$ cat config.mk
export PLATFORM = sky130hd
export DESIGN_NAME = sio_fifo_regs
export DESIGN_NICKNAME = d
export VERILOG_FILES = /design/src/rtl/sio_pkg.sv /design/src/rtl/sio_byte_fifo.sv /design/src/rtl/sio_wm_irq.sv /design/src/rtl/sio_fifo_regs.sv
export SDC_FILE = /design/constraint.sdc
export NUM_CORES = 1
export LEC_CHECK = 0
export CAP_MARGIN = 20
export CORE_MARGIN = 8
export CORE_UTILIZATION = 40
export DETAILED_ROUTE_END_ITERATION = 10
export HOLD_SLACK_MARGIN = 0.12
export PLACE_DENSITY = 0.65
export SLEW_MARGIN = 40
export SYNTH_ARGS = -nofsm -noshare
export SYNTH_HDL_FRONTEND = slang
export SYNTH_SLANG_ARGS = --single-unit
export TNS_END_PERCENT = 20
$ cat constraint.sdc
create_clock -name clk_i -period 3.4 [get_ports clk_i]
set_input_delay 0.68 -clock clk_i [delete_from_list [all_inputs] [get_ports clk_i]]
set_output_delay 0.68 -clock clk_i [all_outputs]
set_load 0.05 [all_outputs]
$ cat src/rtl/sio_pkg.sv
package sio_pkg;
  localparam int REG_TXD  = 0;
  localparam int REG_RXD  = 1;
  localparam int REG_TXC  = 2;
  localparam int REG_RXC  = 3;
  localparam int REG_IE   = 4;
  localparam int REG_IP   = 5;
  localparam int REG_DIV  = 6;
  localparam int WM_LSB   = 16;
  localparam int WM_W     = 3;
  localparam int FLAG_BIT = 31;

  typedef struct packed {
    logic [WM_W-1:0] wm;
    logic            two_stop;
    logic            en;
  } tx_ctrl_t;

  typedef struct packed {
    logic [WM_W-1:0] wm;
    logic            en;
  } rx_ctrl_t;
endpackage

$ cat src/rtl/sio_byte_fifo.sv
module sio_byte_fifo #(
  parameter int DEPTH = 8,
  parameter int WIDTH = 8,
  localparam int CNT_W = $clog2(DEPTH + 1),
  localparam int PTR_W = $clog2(DEPTH)
) (
  input  logic             clk_i,
  input  logic             rst_ni,
  input  logic             push_i,
  input  logic [WIDTH-1:0] wdata_i,
  input  logic             pop_i,
  output logic [WIDTH-1:0] rdata_o,
  output logic [CNT_W-1:0] cnt_o,
  output logic             full_o,
  output logic             empty_o
);
  logic [WIDTH-1:0] mem_q [DEPTH];
  logic [PTR_W-1:0] wr_ptr_q, rd_ptr_q;
  logic [CNT_W-1:0] cnt_q;
  logic             do_push, do_pop;

  assign full_o  = (cnt_q == CNT_W'(DEPTH));
  assign empty_o = (cnt_q == '0);
  assign do_push = push_i && !full_o;
  assign do_pop  = pop_i && !empty_o;
  assign rdata_o = mem_q[rd_ptr_q];
  assign cnt_o   = cnt_q;

  function automatic logic [PTR_W-1:0] ptr_inc(input logic [PTR_W-1:0] p);
    return (p == PTR_W'(DEPTH - 1)) ? '0 : p + 1'b1;
  endfunction

  always_ff @(posedge clk_i or negedge rst_ni) begin
    if (!rst_ni) begin
      wr_ptr_q <= '0;
      rd_ptr_q <= '0;
      cnt_q    <= '0;
    end else begin
      if (do_push) wr_ptr_q <= ptr_inc(wr_ptr_q);
      if (do_pop)  rd_ptr_q <= ptr_inc(rd_ptr_q);
      if (do_push && !do_pop)      cnt_q <= cnt_q + 1'b1;
      else if (do_pop && !do_push) cnt_q <= cnt_q - 1'b1;
    end
  end

  for (genvar i = 0; i < DEPTH; i++) begin : g_slot
    always_ff @(posedge clk_i or negedge rst_ni) begin
      if (!rst_ni)                                   mem_q[i] <= '0;
      else if (do_push && wr_ptr_q == PTR_W'(i))     mem_q[i] <= wdata_i;
    end
  end
endmodule

$ cat src/rtl/sio_wm_irq.sv
module sio_wm_irq #(
  parameter int CNT_W = 4,
  parameter int WM_W  = 3
) (
  input  logic [CNT_W-1:0] tx_cnt_i,
  input  logic [CNT_W-1:0] rx_cnt_i,
  input  logic [WM_W-1:0]  tx_wm_i,
  input  logic [WM_W-1:0]  rx_wm_i,
  input  logic [1:0]       ie_i,
  output logic [1:0]       ip_o,
  output logic             irq_o
);
  // opposite senses: tx fires on low level, rx on high level
  assign ip_o[0] = int'(tx_cnt_i) < int'(tx_wm_i);
  assign ip_o[1] = int'(rx_cnt_i) > int'(rx_wm_i);
  assign irq_o   = |(ip_o & ie_i);
endmodule

$ cat src/rtl/sio_fifo_regs.sv
module sio_fifo_regs
  import sio_pkg::*;
#(
  parameter int FIFO_DEPTH = 8,
  parameter int DIV_W      = 16,
  parameter int ADDR_W     = 5,
  localparam int CNT_W     = $clog2(FIFO_DEPTH + 1),
  localparam int IDX_W     = ADDR_W - 2
) (
  input  logic              clk_i,
  input  logic              rst_ni,
  input  logic              bus_req_i,
  input  logic              bus_we_i,
  input  logic [ADDR_W-1:0] bus_addr_i,
  input  logic [31:0]       bus_wdata_i,
  output logic [31:0]       bus_rdata_o,
  output logic [7:0]        tx_data_o,
  output logic              tx_valid_o,
  input  logic              tx_ready_i,
  input  logic [7:0]        rx_data_i,
  input  logic              rx_valid_i,
  output logic              rx_ready_o,
  output logic              tx_en_o,
  output logic              rx_en_o,
  output logic              two_stop_o,
  output logic [DIV_W-1:0]  div_o,
  output logic              irq_o
);
  tx_ctrl_t         tx_ctrl_q;
  rx_ctrl_t         rx_ctrl_q;
  logic [1:0]       ie_q, ip;
  logic [DIV_W-1:0] div_q;
  logic [IDX_W-1:0] sel;
  logic             wr, rd;
  logic             tx_push, tx_pop, rx_push, rx_pop, rx_rd;
  logic             tx_full, tx_empty, rx_full, rx_empty;
  logic [CNT_W-1:0] tx_cnt, rx_cnt;
  logic [7:0]       rx_head;
  logic [31:0]      rd_data;
  logic             unused_bits;

  assign sel = bus_addr_i[ADDR_W-1:2];
  assign wr  = bus_req_i && bus_we_i;
  assign rd  = bus_req_i && !bus_we_i;
  assign unused_bits = ^{bus_addr_i[1:0], bus_wdata_i[31:WM_LSB+WM_W]};

  assign tx_push    = wr && sel == IDX_W'(REG_TXD) && !tx_full;
  assign tx_valid_o = tx_ctrl_q.en && !tx_empty;
  assign tx_pop     = tx_valid_o && tx_ready_i;
  assign rx_ready_o = rx_ctrl_q.en && !rx_full;
  assign rx_push    = rx_valid_i && rx_ready_o;
  assign rx_rd      = rd && sel == IDX_W'(REG_RXD);
  assign rx_pop     = rx_rd && !rx_empty;

  sio_byte_fifo #(.DEPTH(FIFO_DEPTH), .WIDTH(8)) u_tx_fifo (
    .clk_i, .rst_ni,
    .push_i(tx_push), .wdata_i(bus_wdata_i[7:0]), .pop_i(tx_pop),
    .rdata_o(tx_data_o), .cnt_o(tx_cnt), .full_o(tx_full), .empty_o(tx_empty)
  );

  sio_byte_fifo #(.DEPTH(FIFO_DEPTH), .WIDTH(8)) u_rx_fifo (
    .clk_i, .rst_ni,
    .push_i(rx_push), .wdata_i(rx_data_i), .pop_i(rx_pop),
    .rdata_o(rx_head), .cnt_o(rx_cnt), .full_o(rx_full), .empty_o(rx_empty)
  );

  sio_wm_irq #(.CNT_W(CNT_W), .WM_W(WM_W)) u_irq (
    .tx_cnt_i(tx_cnt), .rx_cnt_i(rx_cnt),
    .tx_wm_i(tx_ctrl_q.wm), .rx_wm_i(rx_ctrl_q.wm),
    .ie_i(ie_q), .ip_o(ip), .irq_o
  );

  always_ff @(posedge clk_i or negedge rst_ni) begin
    if (!rst_ni) begin
      tx_ctrl_q <= '0;
      rx_ctrl_q <= '0;
      ie_q      <= '0;
      div_q     <= '0;
    end else if (wr) begin
      case (int'(sel))
        REG_TXC: tx_ctrl_q <= '{wm: bus_wdata_i[WM_LSB +: WM_W],
                                two_stop: bus_wdata_i[1], en: bus_wdata_i[0]};
        REG_RXC: rx_ctrl_q <= '{wm: bus_wdata_i[WM_LSB +: WM_W], en: bus_wdata_i[0]};
        REG_IE:  ie_q      <= bus_wdata_i[1:0];
        REG_DIV: div_q     <= bus_wdata_i[DIV_W-1:0];
        default: ;
      endcase
    end
  end

  always_comb begin
    rd_data = '0;
    case (int'(sel))
      REG_TXD: rd_data[FLAG_BIT] = tx_full;
      REG_RXD: begin
        rd_data[FLAG_BIT] = rx_empty;
        rd_data[7:0]      = rx_empty ? 8'h00 : rx_head;
      end
      REG_TXC: begin
        rd_data[WM_LSB +: WM_W] = tx_ctrl_q.wm;
        rd_data[1]              = tx_ctrl_q.two_stop;
        rd_data[0]              = tx_ctrl_q.en;
      end
      REG_RXC: begin
        rd_data[WM_LSB +: WM_W] = rx_ctrl_q.wm;
        rd_data[0]              = rx_ctrl_q.en;
      end
      REG_IE:  rd_data[1:0]       = ie_q;
      REG_IP:  rd_data[1:0]       = ip;
      REG_DIV: rd_data[DIV_W-1:0] = div_q;
      default: ;
    endcase
  end

  always_ff @(posedge clk_i or negedge rst_ni) begin
    if (!rst_ni)  bus_rdata_o <= '0;
    else if (rd)  bus_rdata_o <= rd_data;
  end

  assign tx_en_o    = tx_ctrl_q.en;
  assign rx_en_o    = rx_ctrl_q.en;
  assign two_stop_o = tx_ctrl_q.two_stop;
  assign div_o      = div_q;
endmodule

==> results of run 1 <==
-- stage by stage --
stage               power, W  utilization, %  hold slack, ns
finish               0.00880            48.8           0.490
global route         0.00929            48.8           0.514
CTS                  0.00888            48.6           0.327
detailed placement   0.00676            45.9           0.477
global placement     0.00656            45.9           0.464
floorplan            0.00581               -           0.384
-- per-layer routing --
| metal | up-vias | global-route usage, % | part of all wire, % |
|---|---|---|---|
| met5 | - | 0 | 0 |
| met2 | 93 | 27.3 | 51 |
| met1 | 2943 | 19.8 | 44 |
| met4 | 0 | 4.27 | 1.1 |
| met3 | 14 | 3.36 | 3.3 |
| li1 | 2514 | - | - |
-- tightest hold or removal path, stage by stage, from the launching register on --
cell and delay [ns]:
dfrtp_1 0.35, nand2_1 0.05, o21ai_0 0.06
-- synthesized netlist by cell type (4+ instances only) --
library cell	instances	area [um2]
a21o_1	4	30.0
a21oi_1	8	40.0
a22o_1	9	78.8
a22oi_1	6	45.0
buf_1	4	15.0
buf_2	6	30.0
buf_4	13	97.6
clkbuf_1	12	45.0
dfrtp_1	195	4880
ha_1	27	338
inv_1	13	48.8
mux2_2	167	1880
mux2i_1	18	180
mux4_2	31	698
nand2_1	18	67.6
nand2b_1	5	31.3
nand3_2	6	60.1
nand3b_1	4	30.0
nor2_1	15	56.3
nor3_1	5	25.0
o21ai_0	18	90.1
xnor2_1	6	52.6
-- final cells by class --
class | count | area, um2
fill | 1914 | 11600
sequential | 195 | 4880
multi-input combinational | 395 | 4100
timing repair buffer | 108 | 1050
clock buffer | 18 | 439
tap | 285 | 357
clock inverter | 14 | 180
inverter | 14 | 52.6
-- worst min path at each step --
stage                                    startpoint                               to  slack, ns  cells past startpoint
detailed placement      bus_rdata_o[17]$_DFFE_PN0N_      bus_rdata_o[17]$_DFFE_PN0N_       0.48                      2
CTS                                          rst_ni  u_tx_fifo.mem_q[29]$_DFFE_PN0P_       0.33                      1
finish                  bus_rdata_o[17]$_DFFE_PN0N_      bus_rdata_o[17]$_DFFE_PN0N_       0.49                      2
global route        u_tx_fifo.mem_q[47]$_DFFE_PN0P_  u_tx_fifo.mem_q[47]$_DFFE_PN0P_       0.51                      1
floorplan                                    rst_ni       bus_rdata_o[0]$_DFFE_PN0N_       0.38                      0
global placement        bus_rdata_o[18]$_DFFE_PN0N_      bus_rdata_o[18]$_DFFE_PN0N_       0.46                      2
-- cell families after synthesis --
family                   count (synthesis)  share of synthesized area (%)
buffers and inverters                   51                           2.86
adder cells (fa/ha/maj)                 29                           4.11
XOR/XNOR                                 6                          0.571
other                                    1                         0.0408
AND/OR/NAND/NOR                         73                           4.97
flip-flops                             195                           53.1
multiplexers                           218                           30.2
AO/OA/AOI/OAI                           57                           4.15
-- sequential cells by signal, indices dropped and copies added (netlist names) --
name and cells:
u_rx_fifo.mem_q 64, u_tx_fifo.mem_q 64, bus_rdata_o 20, div_o 16
u_rx_fifo.cnt_o 4, u_tx_fifo.cnt_o 4, rx_ctrl_q 3, tx_ctrl_q 3
u_rx_fifo.rd_ptr_q 3, u_rx_fifo.wr_ptr_q 3, u_tx_fifo.rd_ptr_q 3, u_tx_fifo.wr_ptr_q 3
ie_q 2, rx_en_o 1, two_stop_o 1, tx_en_o 1
-- power breakdown --
part           switching (W)  internal (W)
clock               0.000962       0.00114
sequential          0.000666       0.00304
combinational        0.00145       0.00155
total                0.00307       0.00573
-- cells in the final DEF, fill, tap and decap left out, types with 3 or more instances in the layout --
master / Yosys / layout
dfrtp_1: 195 / 192
mux2_2: 167 / 167
clkdlybuf4s50_1: 0 / 75
mux4_2: 31 / 31
buf_4: 13 / 28
ha_1: 27 / 27
nand2_1: 18 / 18
o21ai_0: 18 / 18
mux2i_1: 18 / 18
clkbuf_16: 0 / 17
nor2_1: 15 / 14
inv_1: 13 / 13
conb_1: 1 / 12
a22o_1: 9 / 9
a21oi_1: 8 / 8
nand3_2: 6 / 6
xnor2_1: 6 / 6
a22oi_1: 6 / 6
nand2b_1: 5 / 5
nor3_1: 5 / 5
inv_8: 0 / 5
a21o_1: 4 / 4
nand3b_1: 4 / 4
inv_6: 0 / 4
a31oi_1: 3 / 3
nand3_4: 3 / 3
dfrtp_2: 0 / 3
-- timing repair --
item	in CTS	in global routing
gates resized for setup	0	1
hold buffers	0	1
endpoints found under the setup margin	0	1
endpoints found under the hold margin	0	18
==> results.json, run 1 <==
{
  "status": "finished clean",
  "post_drt_via_cell_ratio": 5.41,
  "finalHoldViolations": 0,
  "synth_area_um2": 9200,
  "slowest_stage": "clkdlybuf4s50_1",
  "dp_hpwl_um": 15000,
  "startpoint_type": "register",
  "fp-row-count": 55,
  "crit_type": "reg2out",
  "grt_pass1_wl_um": 34700,
  "fin_area_um2": 11100,
  "synth_cell_types": 49,
  "setup_tns_ns": 0,
  "slowest_delay_ns": 0.69,
  "start_util_pct": 40.6,
  "rsz0062_at_grt": "no",
  "drc": 0,
  "dpl_cell_area_um2": 10400,
  "path_max_fanout": 6,
  "setup.worst_path.start": "u_rx_fifo.cnt_o[1]$_DFFE_PN0P_",
  "dieArea_um2": 28100,
  "ir_worst_vdd_mv": 0.341,
  "worst-path-buf-inv": 1,
  "tightest_slew_ns": 0.705,
  "timing.final.ws_setup_ns": 0.319,
  "post-cts-setup-buffers": 0,
  "avgSynthCellArea_um2": 14.6,
  "timing.rr.start": "u_rx_fifo.cnt_o[1]$_DFFE_PN0P_",
  "min_period_over_period_pct": 90.6,
  "p_leak_nw": 5.06,
  "maxSlewViolCount": 0,
  "cts.clk_slew.worst_paths_ns": 0.08,
  "core-area_um2": 22600,
  "pre_cts_slack_ns": 0.151,
  "ff2ff_path_depth": 9,
  "synthArstFlopShare_pct": 100,
  "pwr_density_cell_nw_per_um2": 796,
  "fin_skew_ns": 0.0160,
  "grt_usage_pct": 15.8,
  "synth_flop_cell": "dfrtp_1",
  "port_buffers": 85,
  "antenna_found_initial": 0,
  "cap_violations": 0,
  "routedWlPerCell_um": 20.8,
  "worst_slew_margin_rel_pct": 52.9,
  "hold_class": "reg2reg",
  "grt_remaining_overflow": 0,
  "crit_cells": 3,
  "cts_made_buffers": 17,
  "gp_congestion": 0.813,
  "cp.arrival_ns": 2.40,
  "drive_gt1_share_pct": 37.9,
  "finalCriticalPeriod_ns": 3.08,
  "reg2reg_slack_ns": 0.61,
  "area_delta_synth_final_pct": 20.2,
  "htree_levels": 4,
  "ant_nets": 0,
  "vias": 5564,
  "syn_inst": 630,
  "cp_cell_sequence": "or4b_1 > and2_1 > clkdlybuf4s50_1",
  "grt_max_degree": 98,
  "fmax_mhz": 325,
  "crit_family": "simple AND/OR/NAND/NOR gates",
  "yosysWarnings": 0,
  "dp.cells": 995,
  "final_nets": 811,
  "die_h_um": 168,
  "insertedDiodeCount": 0,
  "endpoint_kind": "output port",
  "drt-initial-drc-count": 309,
  "grt_pass1_vias": 6156,
  "reg2reg_to": "u_rx_fifo.cnt_o[3]$_DFFE_PN0P_",
  "clock_latency_ns": 0.44,
  "ios": 113,
  "synth.yosys.seq_area_share_pct": 53.1,
  "ys_seq_elements": 195,
  "die_w_um": 168,
  "clock_path_buffers": 2,
  "firstDrtPassIters": 4,
  "wl_um": 21400,
  "synth_edf_count": 0,
  "endpoint": "rx_ready_o",
  "cts_tree": "built",
  "stdcell_count": 1029,
  "cts_root_buf": "clkbuf_16",
  "cts_sinks": 195,
  "setup_violations": 0,
  "cp.required_ns": 2.72
}
(Power assumes the default switching activity.)
==> run 2: changes to the inputs <==
--- a/config.mk
+++ b/config.mk
@@ -10,7 +10,7 @@
 export CORE_UTILIZATION = 40
 export DETAILED_ROUTE_END_ITERATION = 10
 export HOLD_SLACK_MARGIN = 0.12
-export PLACE_DENSITY = 0.65
+export PLACE_DENSITY = 0.67
 export SLEW_MARGIN = 40
 export SYNTH_ARGS = -nofsm -noshare
 export SYNTH_HDL_FRONTEND = slang
==> constraint.sdc (replaced) <==
create_clock -name clk_i -period 2.8 [get_ports clk_i]
set_input_delay 0.56 -clock clk_i [delete_from_list [all_inputs] [get_ports clk_i]]
set_output_delay 0.56 -clock clk_i [all_outputs]
set_load 0.05 [all_outputs]
==> run 2 against run 1 <==
Critical path depth is 1 lower. Clock skew fell by 0.0063 ns. Total power is 20% higher. Highest routed layer is now met5. Sequential share of layout area shrank 0.084 points. Clock-buffer cell count up 2. Core utilization grew 0.10 points. Cell area rose by 0.22%. Critical path type unchanged. Largest power group unchanged. Non-clock buffer count increased by 5.
==> results.json, run 2 (synthesized netlist as in run 1, its figures left out) <==
{
  "port_buffers": 85,
  "path_max_fanout": 6,
  "worst_slew_margin_rel_pct": 46.3,
  "ios": 113,
  "p_leak_nw": 5.04,
  "slowest_stage": "clkdlybuf4s50_1",
  "firstDrtPassIters": 4,
  "slowest_delay_ns": 0.71,
  "dp.cells": 1001,
  "start_util_pct": 40.6,
  "routedWlPerCell_um": 20.2,
  "wl_um": 20800,
  "min_period_over_period_pct": 94.0,
  "dp_hpwl_um": 14800,
  "p_comb_share_pct": 35.4,
  "area_delta_synth_final_pct": 20.5,
  "tightest_slew_ns": 0.804,
  "crit_family": "buffers and inverters",
  "cts_tree": "built",
  "crit_type": "reg2out",
  "drive_gt1_share_pct": 38.4,
  "setup_violations": 0,
  "grt_usage_pct": 15.4,
  "status": "finished clean",
  "final_nets": 816,
  "post-cts-setup-buffers": 0,
  "die_w_um": 168,
  "post_drt_via_cell_ratio": 5.35,
  "grt_max_degree": 61,
  "grt_pass1_vias": 6150,
  "n_fill_cell": 1942,
  "switching_share_pct": 34.6,
  "cp.required_ns": 2.24,
  "seqPwrFrac_pct": 42.3,
  "endpoint_kind": "output port",
  "clock_latency_ns": 0.43,
  "top_regs": "u_rx_fifo.mem_q x64, u_tx_fifo.mem_q x64, bus_rdata_o x20",
  "worst-path-buf-inv": 1,
  "cp_cell_sequence": "o41a_1 > clkdlybuf4s50_1",
  "p_int_w": 0.00690,
  "hold_class": "reg2reg",
  "antenna_found_initial": 1,
  "fin_skew_ns": 0.00973,
  "cts_sinks": 195,
  "setup_tns_ns": 0,
  "drt-initial-drc-count": 240,
  "clockPowerShare_pct": 22.3,
  "final_common_cell": "dfrtp_1",
  "cts.clk_slew.worst_paths_ns": 0.07,
  "insertedDiodeCount": 0,
  "drc": 0,
  "die_h_um": 168,
  "cts_made_buffers": 17,
  "most-common-layout-cells": "191 x dfrtp_1, 167 x mux2_2, 74 x clkdlybuf4s50_1, 31 x mux4_2, 31 x buf_4",
  "startpoint_type": "register",
  "core-area_um2": 22600,
  "dieArea_um2": 28100,
  "switchingPower_w": 0.00365,
  "rsz0062_at_grt": "no",
  "pwr_density_cell_nw_per_um2": 952,
  "ant_nets": 0,
  "vias": 5528,
  "gp_congestion": 0.772,
  "finalHoldViolations": 0,
  "multi_input_area_um2": 4110,
  "cp.arrival_ns": 2.07,
  "cts_root_buf": "clkbuf_16",
  "clock_path_buffers": 2,
  "htree_levels": 4,
  "reg2reg_slack_ns": 0.21,
  "cap_violations": 0,
  "ir_worst_vdd_mv": 0.394,
  "fmax_mhz": 380,
  "grt_remaining_overflow": 0,
  "maxSlewViolCount": 0,
  "grt_pass1_wl_um": 33800,
  "fp-row-count": 55,
  "seq_area_um2": 4880,
  "stdcell_count": 1033,
  "finalCriticalPeriod_ns": 2.63,
  "power_w": 0.0105
}
-- run 2: cell type report --
type	count	share of cell area, %
Sequential cell	195	44.1
Tap cell	285	3.22
Timing Repair Buffer	113	9.96
Multi-Input combinational cell	395	37.1
Clock buffer	20	4.03
Inverter	14	0.474
Clock inverter	11	1.11
-- run 2: worst paths after layout --
check | start | to | cells past startpoint
worst max-delay path | u_tx_fifo.cnt_o[1]$_DFFE_PN0P_ | tx_valid_o | 2
worst min-delay path | bus_rdata_o[18]$_DFFE_PN0N_ | bus_rdata_o[18]$_DFFE_PN0N_ | 2
worst max register to register | u_rx_fifo.cnt_o[1]$_DFFE_PN0P_ | u_rx_fifo.cnt_o[3]$_DFFE_PN0P_ | 9
worst min register to register | bus_rdata_o[18]$_DFFE_PN0N_ | bus_rdata_o[18]$_DFFE_PN0N_ | 2
max in group asynchronous | rst_ni | u_rx_fifo.mem_q[27]$_DFFE_PN0P_ | 3
min in group asynchronous | rst_ni | u_tx_fifo.mem_q[22]$_DFFE_PN0P_ | 2
-- run 2: metrics by stage --
stage / setup WS [ns] / cell area [um2] / hold WS (ns) / utilization (%)
floorplan: 0.0138 / 9240 / 0.264 / -
global placement: -0.237 / 10500 / 0.468 / 46.3
detailed placement: -0.382 / 10500 / 0.481 / 46.3
CTS: 0.140 / 11100 / 0.497 / 48.9
global route: 0.000377 / 11100 / 0.513 / 48.9
finish: 0.169 / 11100 / 0.485 / 48.9
-- run 2: layer usage --
| layer | global-route usage, % | vias up | wire length [um] | share of wire, % |
|---|---|---|---|---|
| met5 | 0 | - | 13 | 0.062 |
| met4 | 5.20 | 2 | 414 | 2.0 |
| met3 | 3.69 | 30 | 820 | 3.9 |
| met2 | 26.8 | 104 | 10800 | 52 |
| met1 | 18.3 | 2874 | 8740 | 42 |
| li1 | - | 2518 | - | - |
-- run 2: timing repair --
item | 4_1_cts | 5_1_grt
gates cloned | 0 | 0
resized for setup | 3 | 3
hold endpoints to repair | 19 | 0
hold buffers | 1 | 0
setup endpoints to repair | 10 | 1
pin swaps | 0 | 0
-- run 2: worst register-to-register path, stage by stage (launching register included) --
cell,delay (ns)
dfrtp_2,0.46
or4b_1,0.55
and3_1,0.24
ha_1,0.21
inv_1,0.09
ha_1,0.24
a21o_1,0.19
a21oi_1,0.17
mux2i_1,0.23
xnor2_1,0.14
-- run 2: power by group through the flow --
stage               clock network [W]  logic [W]  registers, W
finish                        0.00235    0.00373       0.00446
global route                  0.00252    0.00403       0.00459
CTS                           0.00242    0.00380       0.00446
detailed placement                  0    0.00379       0.00451
global placement                    0    0.00362       0.00440
floorplan                           0    0.00261       0.00444
==> run 3: changes to the inputs <==
--- a/config.mk
+++ b/config.mk
@@ -6,6 +6,7 @@
 export NUM_CORES = 1
 export LEC_CHECK = 0
 export CAP_MARGIN = 20
+export CORE_ASPECT_RATIO = 0.5
 export CORE_MARGIN = 8
 export CORE_UTILIZATION = 40
 export DETAILED_ROUTE_END_ITERATION = 10
==> run 3 against run 2 <==
Non-clock buffer count is 3 higher. Hold slack worse by 0.31 ns. Core utilization rose by 0.15 points. Combinational power is essentially flat. Critical path type unchanged. Critical endpoint unchanged. Largest cell class unchanged. Largest power group unchanged.
==> results.json, run 3 (synthesized netlist as in run 1, its figures left out) <==
{
  "cp.required_ns": 2.24,
  "clock_path_buffers": 2,
  "path_max_fanout": 6,
  "n_fill_cell": 1988,
  "most-common-layout-cells": "194 x dfrtp_1, 167 x mux2_2, 74 x clkdlybuf4s50_1, 37 x buf_4, 31 x mux4_2",
  "status": "finished clean",
  "ios": 113,
  "endpoint_kind": "output port",
  "clock_latency_ns": 0.43,
  "post_drt_via_cell_ratio": 5.18,
  "top_regs": "u_rx_fifo.mem_q x64, u_tx_fifo.mem_q x64, bus_rdata_o x20",
  "fp-row-count": 39,
  "stdcell_count": 1059,
  "die_w_um": 230,
  "ant_nets": 0,
  "setup_violations": 0,
  "core-area_um2": 22700,
  "grt_usage_pct": 14.3,
  "start_util_pct": 40.5,
  "maxSlewViolCount": 0,
  "cts_made_buffers": 17,
  "ir_worst_vdd_mv": 0.414,
  "slowest_delay_ns": 0.72,
  "finalHoldViolations": 0,
  "insertedDiodeCount": 0,
  "pwr_density_cell_nw_per_um2": 959,
  "die_h_um": 123,
  "cts_tree": "built",
  "antenna_found_initial": 0,
  "area_delta_synth_final_pct": 21.1,
  "setup.worst_path.start": "u_tx_fifo.cnt_o[1]$_DFFE_PN0P_",
  "dp_hpwl_um": 13800,
  "p_leak_nw": 5.08,
  "firstDrtPassIters": 4,
  "htree_levels": 4,
  "fmax_mhz": 379,
  "vias": 5485,
  "tightest_slew_ns": 0.735,
  "final_common_cell": "dfrtp_1",
  "startpoint_type": "register",
  "grt_remaining_overflow": 0,
  "cp_cell_sequence": "o41a_1 > clkdlybuf4s50_1",
  "fin_util_pct": 49.1,
  "cts_root_buf": "clkbuf_16",
  "worst-path-buf-inv": 1,
  "hold_class": "in2async",
  "dp.cells": 1027,
  "dieArea_um2": 28400,
  "wl_um": 19900,
  "grt_pass1_vias": 5751,
  "gp_congestion": 0.805,
  "grt_pass1_wl_um": 32100,
  "drc": 0,
  "finalCriticalPeriod_ns": 2.64,
  "rsz0062_at_grt": "no",
  "crit_family": "buffers and inverters",
  "drive_gt1_share_pct": 38.4,
  "fin_skew_ns": 0.00903,
  "slowest_stage": "clkdlybuf4s50_1",
  "cap_violations": 0,
  "port_buffers": 85,
  "cp.arrival_ns": 2.08,
  "reg2reg_slack_ns": 0.25,
  "crit_type": "reg2out",
  "cts.clk_slew.worst_paths_ns": 0.06,
  "grt_max_degree": 83,
  "routedWlPerCell_um": 18.8,
  "setup_tns_ns": 0,
  "ctsHoldBuffers": 0,
  "worst_slew_margin_rel_pct": 51.0,
  "cts_sinks": 195,
  "min_period_over_period_pct": 94.3,
  "timing.rr.start": "u_rx_fifo.cnt_o[1]$_DFFE_PN0P_",
  "final_nets": 819,
  "drt-initial-drc-count": 291
}
-- run 3: worst paths after layout --
kind                                                   endpoint  depth (start not counted)
worst max-delay path                                 tx_valid_o                          2
worst min-delay path            u_rx_fifo.mem_q[61]$_DFFE_PN0P_                          1
worst max register to register   u_rx_fifo.cnt_o[3]$_DFFE_PN0P_                          9
worst min register to register      bus_rdata_o[31]$_DFFE_PN0N_                          2
max in group asynchronous        u_tx_fifo.mem_q[3]$_DFFE_PN0P_                          2
min in group clk_i                  bus_rdata_o[31]$_DFFE_PN0N_                          2
-- run 3: cell type report --
cell class	count	area [um2]	share of cell area [%]
clock buffers	21	470	4.22
flip-flops and latches	195	4880	43.8
multi-input cells	395	4100	36.8
clock inverters	11	150	1.35
repair buffers	116	1100	9.89
inverters	14	52.6	0.472
well taps	307	384	3.45
-- run 3: power by group --
group          internal [W]  switching (W)
Clock               0.00148        0.00107
Sequential          0.00369       0.000714
Combinational       0.00193        0.00180
-- run 3: timing repair --
item / CTS / global route
setup buffers: 0 / 0
setup endpoints to repair: 9 / 0
resized for setup: 2 / 0
-- run 3: layer usage --
metal	up-vias	track usage (%)	part of all wire (%)
met5	-	0	0
met4	0	4.02	1.3
met3	14	3.07	2.6
met2	63	24.5	50
met1	2873	18.5	46
li1	2535	-	-
-- run 3: stage by stage --
step | hold slack, ns | power, W | cell area (um2) | setup slack [ns]
finish | 0.176 | 0.0107 | 11100 | 0.160
global route | 0.192 | 0.0113 | 11100 | 0.0518
CTS | 0.189 | 0.0108 | 11100 | 0.128
detailed placement | 0.465 | 0.00823 | 10500 | -0.198
global placement | 0.470 | 0.00808 | 10500 | -0.143
floorplan | 0.264 | 0.00705 | 9240 | 0.0138
